$ cat src/rtl/ums_pkg.sv
package ums_pkg;
  localparam int DW = 8;
  localparam int AW = 3;

  localparam logic [AW-1:0] IDX_IER = 3'd1;
  localparam logic [AW-1:0] IDX_ISR = 3'd2;
  localparam logic [AW-1:0] IDX_MCR = 3'd4;
  localparam logic [AW-1:0] IDX_MSR = 3'd6;

  localparam int MCR_RTS_BIT  = 1;
  localparam int MCR_LOOP_BIT = 4;
  localparam int MSR_DCTS_BIT = 3;
  localparam int MSR_CTS_BIT  = 4;

  localparam int IE_RX    = 0;
  localparam int IE_THRE  = 1;
  localparam int IE_LINE  = 2;
  localparam int IE_MODEM = 3;
  localparam int IE_W     = 4;

  localparam logic [3:0] ID_LINE  = 4'b0110;
  localparam logic [3:0] ID_RXAV  = 4'b0100;
  localparam logic [3:0] ID_TOUT  = 4'b1100;
  localparam logic [3:0] ID_THRE  = 4'b0010;
  localparam logic [3:0] ID_MODEM = 4'b0000;
  localparam logic [3:0] ID_NONE  = 4'b0001;
endpackage

$ cat src/rtl/ums_sync_edge.sv
module ums_sync_edge #(
  parameter int   STAGES    = 2,
  parameter logic RESET_VAL = 1'b1
) (
  input  logic clk,
  input  logic rst,
  input  logic din,
  output logic dout,
  output logic chg
);
  localparam int LAST = STAGES;

  logic [LAST:0] chain;

  always_ff @(posedge clk) begin
    if (rst) chain[0] <= RESET_VAL;
    else     chain[0] <= din;
  end

  for (genvar i = 1; i <= LAST; i++) begin : g_stage
    always_ff @(posedge clk) begin
      if (rst) chain[i] <= RESET_VAL;
      else     chain[i] <= chain[i-1];
    end
  end

  assign dout = chain[LAST-1];
  assign chg  = chain[LAST-1] ^ chain[LAST];
endmodule

$ cat src/rtl/ums_irq_arb.sv
module ums_irq_arb
  import ums_pkg::*;
(
  input  logic [IE_W-1:0] ier,
  input  logic            line_src,
  input  logic            rxav_src,
  input  logic            tout_src,
  input  logic            thre_src,
  input  logic            modem_src,
  output logic [3:0]      id_code,
  output logic            any
);
  logic e_line, e_rxav, e_tout, e_thre, e_modem;

  always_comb begin
    e_line  = ier[IE_LINE]  & line_src;
    e_rxav  = ier[IE_RX]    & rxav_src;
    e_tout  = ier[IE_RX]    & tout_src;
    e_thre  = ier[IE_THRE]  & thre_src;
    e_modem = ier[IE_MODEM] & modem_src;
    any     = e_line | e_rxav | e_tout | e_thre | e_modem;
    if (e_line)       id_code = ID_LINE;
    else if (e_rxav)  id_code = ID_RXAV;
    else if (e_tout)  id_code = ID_TOUT;
    else if (e_thre)  id_code = ID_THRE;
    else if (e_modem) id_code = ID_MODEM;
    else              id_code = ID_NONE;
  end
endmodule

$ cat src/rtl/ums_modem_irq.sv
module ums_modem_irq
  import ums_pkg::*;
#(
  parameter int SYNC_STAGES = 2
) (
  input  logic          clk,
  input  logic          rst,
  input  logic          sel,
  input  logic          dlab,
  input  logic          rd_en,
  input  logic          wr_en,
  input  logic [AW-1:0] addr,
  input  logic [DW-1:0] wr_data,
  output logic [DW-1:0] rd_data,
  input  logic          rx_err,
  input  logic          rx_avail,
  input  logic          rx_timeout,
  input  logic          fifo_mode,
  input  logic          thr_empty,
  input  logic          auto_cts_en,
  input  logic          cts_n,
  output logic          rts_n,
  output logic          irq
);
  logic            acc_ok, rd_hit, wr_hit;
  logic            mcr_wr, ier_wr, msr_rd, isr_rd;
  logic            mcr_rts, mcr_loop;
  logic [IE_W-1:0] ier;
  logic            cts_sync_n, cts_chg, delta;
  logic            thr_q, thre_pend, thre_set, thre_clr;
  logic [3:0]      id_code;
  logic            irq_any;
  logic [DW-1:0]   mcr_val, msr_val, isr_val, ier_val, rd_mux;

  assign acc_ok = sel & ~dlab;
  assign rd_hit = acc_ok & rd_en;
  assign wr_hit = acc_ok & wr_en;
  assign mcr_wr = wr_hit & (addr == IDX_MCR);
  assign ier_wr = wr_hit & (addr == IDX_IER);
  assign msr_rd = rd_hit & (addr == IDX_MSR);
  assign isr_rd = rd_hit & (addr == IDX_ISR);

  ums_sync_edge #(.STAGES(SYNC_STAGES), .RESET_VAL(1'b1)) u_cts (
    .clk (clk),
    .rst (rst),
    .din (cts_n),
    .dout(cts_sync_n),
    .chg (cts_chg)
  );

  ums_irq_arb u_arb (
    .ier      (ier),
    .line_src (rx_err),
    .rxav_src (rx_avail),
    .tout_src (rx_timeout & fifo_mode),
    .thre_src (thre_pend),
    .modem_src(delta & ~auto_cts_en),
    .id_code  (id_code),
    .any      (irq_any)
  );

  assign thre_set = (thr_empty & ~thr_q)
                  | (ier_wr & wr_data[IE_THRE] & ~ier[IE_THRE] & thr_empty);
  assign thre_clr = ~thr_empty | (isr_rd & (id_code == ID_THRE));

  always_comb begin
    mcr_val = '0;
    mcr_val[MCR_RTS_BIT]  = mcr_rts;
    mcr_val[MCR_LOOP_BIT] = mcr_loop;
    msr_val = '0;
    msr_val[MSR_CTS_BIT]  = ~cts_sync_n;
    msr_val[MSR_DCTS_BIT] = delta;
    isr_val = {{2{fifo_mode}}, 2'b00, id_code};
    ier_val = {{(DW-IE_W){1'b0}}, ier};
    case (addr)
      IDX_IER: rd_mux = ier_val;
      IDX_ISR: rd_mux = isr_val;
      IDX_MCR: rd_mux = mcr_val;
      IDX_MSR: rd_mux = msr_val;
      default: rd_mux = '0;
    endcase
  end

  always_ff @(posedge clk) begin
    if (rst) begin
      mcr_rts   <= 1'b0;
      mcr_loop  <= 1'b0;
      ier       <= '0;
      delta     <= 1'b0;
      thr_q     <= 1'b0;
      thre_pend <= 1'b0;
      rts_n     <= 1'b1;
      irq       <= 1'b0;
      rd_data   <= '0;
    end else begin
      if (mcr_wr) begin
        mcr_rts  <= wr_data[MCR_RTS_BIT];
        mcr_loop <= wr_data[MCR_LOOP_BIT];
      end
      if (ier_wr) ier <= wr_data[IE_W-1:0];
      delta <= (delta & ~msr_rd) | cts_chg;
      thr_q <= thr_empty;
      if (thre_set)      thre_pend <= 1'b1;
      else if (thre_clr) thre_pend <= 1'b0;
      rts_n   <= ~(mcr_rts & ~mcr_loop);
      irq     <= irq_any;
      rd_data <= rd_hit ? rd_mux : '0;
    end
  end
endmodule

$ cat config.mk
export PLATFORM = sky130hd
export DESIGN_NAME = ums_modem_irq
export DESIGN_NICKNAME = d
export VERILOG_FILES = /design/src/rtl/ums_pkg.sv /design/src/rtl/ums_sync_edge.sv /design/src/rtl/ums_irq_arb.sv /design/src/rtl/ums_modem_irq.sv
export SDC_FILE = /design/constraint.sdc
export NUM_CORES = 1
export LEC_CHECK = 0
export BUFFER_PORTS_ARGS = -buffer_cell sky130_fd_sc_hd__buf_2
export CAP_MARGIN = 20
export CORE_MARGIN = 2
export CORE_UTILIZATION = 25
export CTS_CLUSTER_SIZE = 20
export DETAILED_ROUTE_END_ITERATION = 8
export SLEW_MARGIN = 25
export SYNTH_ARGS = -nofsm -noshare
export SYNTH_HDL_FRONTEND = slang
export SYNTH_SLANG_ARGS = --single-unit
$ cat constraint.sdc
create_clock -name clk -period 1.5 [get_ports clk]
set_clock_uncertainty 0.05 [all_clocks]
set_input_delay 0.15 -clock clk [delete_from_list [all_inputs] [get_ports clk]]
set_output_delay 0.15 -clock clk [all_outputs]
set_load 0.01 [all_outputs]
==> run_results.csv <==
group,metric,value,unit
synth,synth_cells,90,
clock_network,cts_tree,"done",
global_routing,grt_pass1_vias,722,
layout,layout_common_cells,"29 x buf_2, 20 x dfxtp_1, 11 x nor2_1",
power,combPwrFrac,9.7,%
route,wl_per_cell,10.6,um
synth,ys_top_cells_by_area,"dfxtp_1 46%, mux2i_1 6.9%, nor2_1 4.8%, buf_6 2.6%, nand2_1 2.6%",
synth,synth_cell_types,37,
die,io_pins,34,
outcome,status,"completed",
layout,syn_to_final_growth,28.2,%
layout,final_layout_size_suffix_gt1_share,36.3,%
route,vias_per_cell,4.45,
power,power_frac_clock,32.5,%
synth,ys_seq_elements,20,
synth,synthDominantCellAreaShare,46.1,%
critical_path,required,1.62,ns
synth,yosysWarnings,0,
die,coreArea,3340,sq um
critical_path,cp-end-kind,"flop",
critical_path,start_kind,"flop",
power,internal_power,0.738,mW
sta,finalCriticalPeriod,1.16,ns
place,place_congestion,0.830,
global_routing,grt_pass1_wl,3.08,mm
route,postRouteAntennaNets,0,
synth,ys_seq_area_share,46.1,%
sta,finalCritPeriodShare,77.5,%
layout,final_area,1110,sq um
synth,ys_async_sr_fraction,0,%
clock_network,path_clk_slew,0.11,ns
route,drt_wl_total,1.80,mm
layout,nets,149,
critical_path,crit_chain,"nand2_1 > nor3b_1 > o311ai_0 > o31ai_1",
hold_path,hold_class,"in -> reg",
route,vias,757,
die,dieArea,3960,sq um
power,power.leakage,0.514,nW
clock_network,cts_max_level,1,
clock_network,root_buffer,"clkbuf_4",
critical_path,slowest_stage,"dfxtp_1",
place,portBuffers,29,
route,drt_iter0_drc,45,
sta,drv_slew,0,
power,p_total,0.947,mW
die,start_util,26.0,%
synth,syn_area_per_cell,9.65,sq um
layout,final_common_cell,"buf_2",
power,swShare,22.1,%
clock_network,clock-sinks,20,
die,std_cell_rows,21,
power,ir_worst_vdd,0.196,mV
sta,clock.fmax,0.860,GHz
sta,hold_viol,0,
sta,rsz0062_at_grt,"false",
place,placed_cell_area,1070,sq um
clock_network,cts_max_path_buffers,2,
critical_path,critical_path_arrival,1.28,ns
power,p_per_area,851,nW/um^2
route,drc,0,
synth,synth_edf_count,0,
sta,finalSetupViolCount,0,
flow_run,maxCapViolCount,0,
global_routing,grt_max_degree,14,
synth,synth_top_area_cell,"dfxtp_1",
critical_path,path_max_fanout,4,
power,seqPwrFrac,57.8,%
place,place_hpwl,1.45,mm
critical_path,path_buf_inv,0,
die,die_w,62.9,um
synth,netlist_area,868,sq um
critical_path,critPathTopFamily,"compound AO/OA/AOI/OAI gates",
sta,setup-tns-final,0,ns
synth,synth_nets,114,
layout,diodes,0,
clock_network,clk_latency,0.29,ns
clock_network,cts_buffers,3,
critical_path,critPathKind,"reg -> reg",
route,drt-pass1-iter-count,4,
synth,synth_flop_cell,"dfxtp_1",
power,power.net_switching,0.210,mW
global_routing,overflow,0,
critical_path,slowest_delay,0.35,ns
clock_network,cts_resized,0,
global_routing,grt_util_all_layers,9.56,%
die,die_y,62.9,um
global_routing,antenna_found_initial,0,
cell usage after synthesis, types with 2 or more instances:
cell,number
nor3b_1,3
inv_1,2
buf_6,2
and3_1,2
dfxtp_1,20
buf_4,2
nand2b_1,3
or2_2,3
nand2_1,6
mux2i_1,6
o21ai_0,2
nor2b_1,3
nor2_1,11
a22oi_1,2
timing repair:
item / in CTS / in global routing
buffers inserted: 0 / 0
hold buffers: 1 / 0
hold endpoints to repair: 1 / 0
layer usage:
| layer | up-vias | track usage, % | share of wire, % |
|---|---|---|---|
| li1 | 385 | - | - |
| met1 | 346 | 10.8 | 42 |
| met2 | 24 | 16.8 | 50 |
| met3 | 2 | 2.34 | 6.0 |
| met4 | 0 | 4.44 | 1.3 |
| met5 | - | 0 | 0 |
final cells by class:
cell class	instances	area, sq um
fillers	345	2220
multi-input cells	63	419
flip-flops and latches	20	400
repair buffers	35	193
well taps	46	57.6
clock buffers	4	36.3
inverters	2	7.51
sequential cells by signal, summed over array words and instances (netlist names):
signal	flops
delta	1
ier	4
irq	1
mcr_loop	1
mcr_rts	1
rd_data	6
rts_n	1
thr_q	1
thre_pend	1
u_cts.chain	2
u_cts.dout	1
path summary, 6_finish.rpt:
check | to | depth (start not counted) | startpoint | slack [ns]
min reg2reg | u_cts.dout | 1 | u_cts.chain[0] | 0.37
min | ier[0] | 3 | wr_data[0] | 0.03
max reg2reg | rd_data[1] | 4 | ier[2] | 0.34
max | rd_data[1] | 4 | ier[2] | 0.34
tightest hold or removal path, delay by kind of cell:
kind,cells,cell delay (ns)
buf+inv,1,0.07
simple gates,1,0.07
mux,1,0.05
cell families after synthesis:
kind of cell	after synthesis	synth area share (%)
AO/OA/AOI/OAI	15	13.1
XOR/XNOR	1	1.01
buffers and inverters	7	5.62
flip-flops	20	46.1
multiplexers	6	6.92
other	1	0.432
AND/OR/NAND/NOR	40	26.8
power by group through the flow:
stage / sequential, mW / combinational [mW] / clock [mW]
3_5_place_dp: 0.560 / 0.0900 / 0
6_report: 0.548 / 0.0919 / 0.308
4_1_cts: 0.548 / 0.0923 / 0.321
2_1_floorplan: 0.559 / 0.0443 / 0
3_3_place_gp: 0.559 / 0.0889 / 0
5_1_grt: 0.550 / 0.102 / 0.345
stage by stage:
| step | hold WS (ns) | instances | setup WS, ns | utilization [%] |
|---|---|---|---|---|
| 4_1_cts | 0.0279 | 170 | 0.338 | 33.4 |
| 3_5_place_dp | 0.297 | 165 | 0.0593 | 32.0 |
| 3_3_place_gp | 0.282 | 165 | 0.0574 | 32.0 |
| 2_1_floorplan | 0.194 | 90 | 0.230 | - |
| 5_1_grt | 0.0249 | 170 | 0.260 | 33.4 |
| 6_report | 0.0332 | 170 | 0.337 | 33.4 |
(Power assumes the default switching activity.)
